### src/rtl/tmr_frame.sv
module tmr_frame #(
  parameter int CNT_W  = 64,
  parameter int DATA_W = 32,
  parameter int ADDR_W = 12,
  parameter logic [ADDR_W-1:0] CTL_OFS = 12'h02C,
  parameter logic [ADDR_W-1:0] TV_OFS  = 12'h028
) (
  input  logic              clk,
  input  logic              rst_n,
  input  logic [CNT_W-1:0]  sys_count,
  input  logic              perm_base,
  input  logic              perm_user,
  input  logic              bus_sel,
  input  logic [ADDR_W-1:0] bus_addr,
  input  logic              bus_wr,
  input  logic [DATA_W-1:0] bus_wdata,
  output logic [DATA_W-1:0] bus_rdata,
  output logic              tmr_irq
);
  localparam int EXT_W = CNT_W - DATA_W;

  logic             en_q, mask_q;
  logic [CNT_W-1:0] cmp_q;
  logic             acc_ok, hit_ctl, hit_tv, cond, status;
  logic [DATA_W-1:0] tv_lo;

  assign acc_ok  = perm_base & (~bus_sel | perm_user);
  assign hit_ctl = acc_ok && (bus_addr == CTL_OFS);
  assign hit_tv  = acc_ok && (bus_addr == TV_OFS);
  assign cond    = ($signed(sys_count - cmp_q) >= 0);
  assign status  = en_q & cond;
  assign tmr_irq = status & ~mask_q;
  assign tv_lo   = DATA_W'(cmp_q - sys_count);

  always_ff @(posedge clk) begin
    if (!rst_n) begin
      en_q   <= 1'b0;
      mask_q <= 1'b0;
      cmp_q  <= '1;
    end else if (bus_wr) begin
      if (hit_ctl) begin
        en_q   <= bus_wdata[0];
        mask_q <= bus_wdata[1];
      end
      if (hit_tv)
        cmp_q <= sys_count + {{EXT_W{bus_wdata[DATA_W-1]}}, bus_wdata};
    end
  end

  always_comb begin
    bus_rdata = '0;
    if (hit_ctl)     bus_rdata[2:0] = {status, mask_q, en_q};
    else if (hit_tv) bus_rdata      = tv_lo;
  end
endmodule


### config.mk
export PLATFORM = sky130hd
export DESIGN_NAME = tmr_frame
export DESIGN_NICKNAME = d
export VERILOG_FILES = /design/src/rtl/tmr_frame.sv
export SDC_FILE = /design/constraint.sdc
export NUM_CORES = 1
export LEC_CHECK = 0
export ABC_CLOCK_PERIOD_IN_PS = 4200
export BUFFER_PORTS_ARGS = -buffer_cell sky130_fd_sc_hd__buf_4
export CORE_ASPECT_RATIO = 0.9
export CORE_MARGIN = 2
export CORE_UTILIZATION = 35
export CTS_CLUSTER_DIAMETER = 40
export DETAILED_ROUTE_END_ITERATION = 6
export GPL_TIMING_DRIVEN = 0
export PLACE_DENSITY_LB_ADDON = 0.2
export SETUP_SLACK_MARGIN = 0.2
export SLEW_MARGIN = 0
export SYNTH_ARGS = -nofsm -noshare
export SYNTH_HDL_FRONTEND = slang
export SYNTH_SLANG_ARGS = --single-unit
export TNS_END_PERCENT = 5
### constraint.sdc
create_clock -name clk -period 4.2 [get_ports clk]
set_input_delay 0.42 -clock clk [delete_from_list [all_inputs] [get_ports clk]]
set_output_delay 0.42 -clock clk [all_outputs]
set_load 0.03 [all_outputs]
======== Word-level counts from Yosys, hierarchy flattened ========
Cells that the tools add are included.
word-level totals
  flip-flop bits (word level) ............. 66
  bits of input ports ..................... 114
operators by class
  add/sub/neg operators ................... 3
  magnitude comparators ................... 1
  equality and inequality tests ........... 2
  muxes and demuxes ....................... 3
  bitwise logic cells ..................... 6
  reduce and logical (&&, ||, !) cells .... 4
operators by type and width
  operator                                                             number
  adder 64 bit                                                         1
  greater-or-equal comparator 64 x 1 -> 1 bit (second input constant)  1
  subtractor 64 bit                                                    1
  two-way mux 32 bit                                                   1
  subtractor 32 bit                                                    1
  two-way mux 29 bit                                                   1
  equality test 12 x 6 -> 1 bit (second input constant)                2
  AND reduction 2 bit                                                  2
  bitwise AND 1 bit                                                    3
  two-way mux 3 bit                                                    1
  logical AND 1 bit                                                    2
  inverter 1 bit                                                       2
  bitwise OR 1 bit                                                     1

======== Longest topological paths before layout ========
  depth after elaboration ................. 6
  depth in mapped cells ................... 13

======== Worst setup path after synthesis ========
Ideal clock, no wire load.
  kind .................................... input-to-output
  start point ............................. input sys_count[0]
  end point ............................... output bus_rdata[24]
  data arrival time ....................... 3.214 ns
  data required time ...................... 3.780 ns
  setup slack ............................. 0.566 ns
  stages on the path ...................... 12
  path buffers ............................ 0
  path through ............................ ha_1 -> fa_1 -> nor2b_1 -> o21ai_1 -> a21oi_2 -> o2111ai_1 -> a21oi_1 -> o211ai_1 -> a211oi_1 -> o21ai_0 -> nand3_1 -> nor3b_1
on the way
  cells in the longest elaborated chain, start to end .. 3
RTL lines
  what                line  source
  from (decl)         10    input logic [CNT_W-1:0] sys_count,
  subtractor 32 bit   33    assign tv_lo = DATA_W'(cmp_q - sys_count);
  two-way mux 32 bit  53    else if (hit_tv) bus_rdata = tv_lo;
  two-way mux 29 bit  52    if (hit_ctl) bus_rdata[2:0] = {status, mask_q, en_q};
  to (decl)           17    output logic [DATA_W-1:0] bus_rdata,
No other way between the ends.

======== Final worst setup path ========
  start point ............................. register cmp_q[1]
  end point ............................... output bus_rdata[31]
on the way
  cells in the longest elaborated chain, start to end .. 3
RTL lines
  what                    line  source
  from (decl)             23    logic [CNT_W-1:0] cmp_q;
  from (signal assigned)  46    cmp_q <= sys_count + {{EXT_W{bus_wdata[DATA_W-1]}}, bus_wdata};
  subtractor 32 bit       33
  two-way mux 32 bit      53
  two-way mux 29 bit      52
No other way between the ends.

==> metrics.log <==
[metrics] outcome: completed
[metrics] average wire per standard cell: 16.9 um
[metrics] netlist area before placement: 9390 um^2
[metrics] post-route DRC violation count: 0
[metrics] crit-path max FO: 3
[metrics] Synth Instances: about 1,300
[metrics] share of the core filled with cells in the final layout: 43.2%
[metrics] violation count after the first detailed-routing iteration: about 780
[metrics] clock buffer count from CTS: 9
[metrics] post-synthesis net count: 1,561
[metrics] number of global-route vias before repair: 9,126
[metrics] Antenna Diode Count: 0
[metrics] clock period minus worst slack: about 4.0 ns
[metrics] category of the critical setup timing path: reg2out
[metrics] worst r2r src: cmp_q[57]
[metrics] Routed WL: between 30,000 and 40,000 um
[metrics] count of warnings emitted by yosys: 0
[metrics] VDD IR-drop max: 0.000202 V
[metrics] Relative slew margins: approximately two fifths
[metrics] post-synthesis to final-layout area growth: 20.7%
[metrics] number of detailed-route iterations in the first pass: 5
[metrics] Clock Skews: 0 ns
[metrics] clock insertion delay at the later pin of the skew report: between 0.3 and 0.4 ns
[metrics] startpoint of the tightest hold check path: rst_n
[metrics] commonest non-fill, non-tap cells in the layout: 156 x sky130_fd_sc_hd__ha_1, 151 x sky130_fd_sc_hd__buf_4, 128 x sky130_fd_sc_hd__inv_1, 125 x sky130_fd_sc_hd__nand2_1, 123 x sky130_fd_sc_hd__a21oi_1
[metrics] critical path data arrival time: about 3.6 ns
[metrics] final max-slew violation count: 0
[metrics] CP startpoint kind: register
[metrics] sequential element share of the synthesized area: between 10% and 20%
[metrics] num rows: 56
[metrics] Hold WC Path Type: in2reg
[metrics] number of nets at the end of the flow: 1,722
[metrics] CTS clk-pin slew, worst paths: ~0.060 ns
[metrics] CTS tree: built
[metrics] required time of the critical path: about 3.8 ns
[metrics] Detail Route Antenna Nets: 0
[metrics] unrepaired setup endpoints after global routing: true
[metrics] cell at the root of the clock tree: sky130_fd_sc_hd__clkbuf_16
[metrics] last weighted congestion value of the routability-driven placer: 0.880
[metrics] overall die area: roughly 28,000 um^2
[metrics] Max Buffers Root-to-Sink: 2
[metrics] leading register cell type out of synthesis: sky130_fd_sc_hd__dfxtp_1
[metrics] Hold Path Depth: 2
[metrics] count of buffers from port buffering: between 100 and 150
[metrics] die height: 159 um
[metrics] library cells used by synthesis: 71
[metrics] most frequent standard cell in the layout excluding fill and tap cells: sky130_fd_sc_hd__ha_1
[metrics] transition at the pin with the smallest max-transition slack: between 0.9 and 1 ns
[metrics] fraction of synthesis flops using an asynchronous set or reset pin: 0%
[metrics] count of boundary I/O pins: 147
[metrics] count of maximum capacitance violations: 0
[metrics] hold bufs inserted after CTS: 0
[metrics] Reg2Reg Setup Slack: 3.31 ns
[metrics] average footprint of a synthesized cell: between 7 and 8 um^2
[metrics] total negative slack for setup checks: 0 ns
[metrics] count of flip-flops with a built-in enable after synthesis: 0
[metrics] worst flop-to-flop path endpoint: cmp_q[57]
[metrics] Global Route Usage Sum: 21.3%
[metrics] flops & latches, synth: 66
[metrics] initial antenna violation count: 0
[metrics] TritonCTS sink count: 66
[metrics] Core ar.: between 20,000 and 30,000 um^2
[metrics] via count normalized by instance count: 5.36
[metrics] endpoint kind of the worst setup timing path: primary output
[metrics] fmax: 252 MHz
[metrics] routed via count: 9,652
[metrics] final count of negative-setup-slack endpoints: 0
[metrics] hold worst-path end: cmp_q[61]
[metrics] chip width: 177 um
[metrics] power density over cell area: 208 nW/um^2
[metrics] layout cell share with drive strength beyond 1: 14.9%
[metrics] depth of the most critical reg-to-reg path: 3
[metrics] Period Utilization, post-route: 94.5%
[metrics] Congestion Overflow GR: 0
[metrics] effective utilization at floorplan: a little over a third
[metrics] HPWL after detailed placement: 25,000 um
[metrics] largest net degree at the start of global routing: 34
[metrics] wire length of the first global-routing pass: 48,100 um
[metrics] final hold vios: 0
[metrics] static leakage power: 5.96 nW
[metrics] maximum level of the CTS H-tree: 3
-- Yosys cell counts, types with 18 or more instances --
| library cell | count | share of area, % |
|---|---|---|
| sky130_fd_sc_hd__inv_1 | 128 | 5.1 |
| sky130_fd_sc_hd__nor2_1 | 92 | 3.7 |
| sky130_fd_sc_hd__ha_1 | 157 | 21 |
| sky130_fd_sc_hd__a21oi_1 | 126 | 6.7 |
| sky130_fd_sc_hd__dfxtp_1 | 66 | 14 |
| sky130_fd_sc_hd__o21ai_0 | 70 | 3.7 |
| sky130_fd_sc_hd__nor3_1 | 19 | 1.0 |
| sky130_fd_sc_hd__a21o_1 | 46 | 3.7 |
| sky130_fd_sc_hd__nand4_1 | 32 | 2.1 |
| sky130_fd_sc_hd__xor2_1 | 34 | 3.2 |
| sky130_fd_sc_hd__nand3_1 | 18 | 0.96 |
| sky130_fd_sc_hd__xnor2_1 | 43 | 4.0 |
| sky130_fd_sc_hd__clkbuf_1 | 36 | 1.4 |
| sky130_fd_sc_hd__o21bai_1 | 20 | 1.6 |
| sky130_fd_sc_hd__o211ai_1 | 53 | 4.2 |
| sky130_fd_sc_hd__nor2b_1 | 22 | 1.5 |
| sky130_fd_sc_hd__nand2_1 | 125 | 5.0 |
-- cell type report --
cell class | count | area [um^2]
sequential | 66 | 1320
inverter | 128 | 480
fill | 2802 | 14900
clock inverter | 3 | 40.0
buffer | 50 | 216
timing repair buffer | 150 | 1120
tap | 348 | 435
clock buffer | 12 | 246
multi-input combinational | 1044 | 7460
-- registers in the layout (all words and copies together) (netlist names) --
name    count
cmp_q      64
en_q        1
mask_q      1
-- worst max-delay path: stages, from the launching register on --
cell	delay, ns
sky130_fd_sc_hd__dfxtp_1	0.33
sky130_fd_sc_hd__ha_1	0.28
sky130_fd_sc_hd__nor2b_1	0.13
sky130_fd_sc_hd__o21ai_0	0.12
sky130_fd_sc_hd__a21boi_1	0.25
sky130_fd_sc_hd__o21ai_0	0.20
sky130_fd_sc_hd__a21oi_2	0.38
sky130_fd_sc_hd__a311oi_2	0.19
sky130_fd_sc_hd__nor3b_2	0.33
sky130_fd_sc_hd__nor2_1	0.12
sky130_fd_sc_hd__o21ai_1	0.31
sky130_fd_sc_hd__mux2i_1	0.35
sky130_fd_sc_hd__buf_4	0.22
-- power breakdown --
part / switching, W / internal, W
clock network: 0.000308 / 0.000472
registers: 0.0000000348 / 0.000626
logic: 0.000558 / 0.000391
-- kinds of logic (layout without fill, tap and decap cells) --
group	Yosys count	count (layout)	share of synthesized area, %
xor gates and xnor gates	77	77	7.19
AOI/OAI and AO/OA	432	432	30.4
adders and majority gates	159	159	21.4
and+or+nand+nor	372	372	19.1
buffers and inverters	178	343	7.41
muxes	4	4	0.427
DFF	66	66	14.1
-- stage by stage --
step / power, W / hold WS [ns] / cell area [um^2] / std cells / worst slack (ns)
2_1_floorplan: 0.00128 / 0.439 / 9390 / 1288 / 0.566
3_3_place_gp: 0.00156 / 0.455 / 10900 / 1780 / -0.616
3_5_place_dp: 0.00156 / 0.465 / 10900 / 1781 / -0.171
4_1_cts: 0.00236 / 0.317 / 11300 / 1798 / 0.178
5_1_grt: 0.00250 / 0.328 / 11300 / 1801 / 0.0650
6_report: 0.00236 / 0.317 / 11300 / 1801 / 0.233
-- per-layer routing --
layer | track usage [%] | vias to the layer above | share of wire [%] | wire length [um]
li1 | - | 4933 | - | -
met1 | 31.4 | 4430 | 50 | 15300
met2 | 32.7 | 271 | 43 | 12900
met3 | 3.15 | 18 | 6.0 | 1810
met4 | 4.51 | 0 | 1.2 | 366
met5 | 0 | - | 0 | 0
-- how the worst max path moves through the flow --
stage,start,endpoint,slack (ns),cells after the start
floorplan,sys_count[0],bus_rdata[24],0.57,12
global placement,sys_count[14],bus_rdata[2],-0.62,12
CTS,cmp_q[16],tmr_irq,0.18,12
detailed placement,sys_count[1],bus_rdata[31],-0.17,14
global route,cmp_q[0],bus_rdata[30],0.07,14
finish,cmp_q[1],bus_rdata[31],0.23,12
-- repair_timing --
action | CTS | global route
gates resized for setup | 13 | 6
endpoints found under the setup margin | 8 | 9
setup buffers | 2 | 3
pin swaps | 3 | 7
No activity file was read; power rests on OpenSTA's default activity.
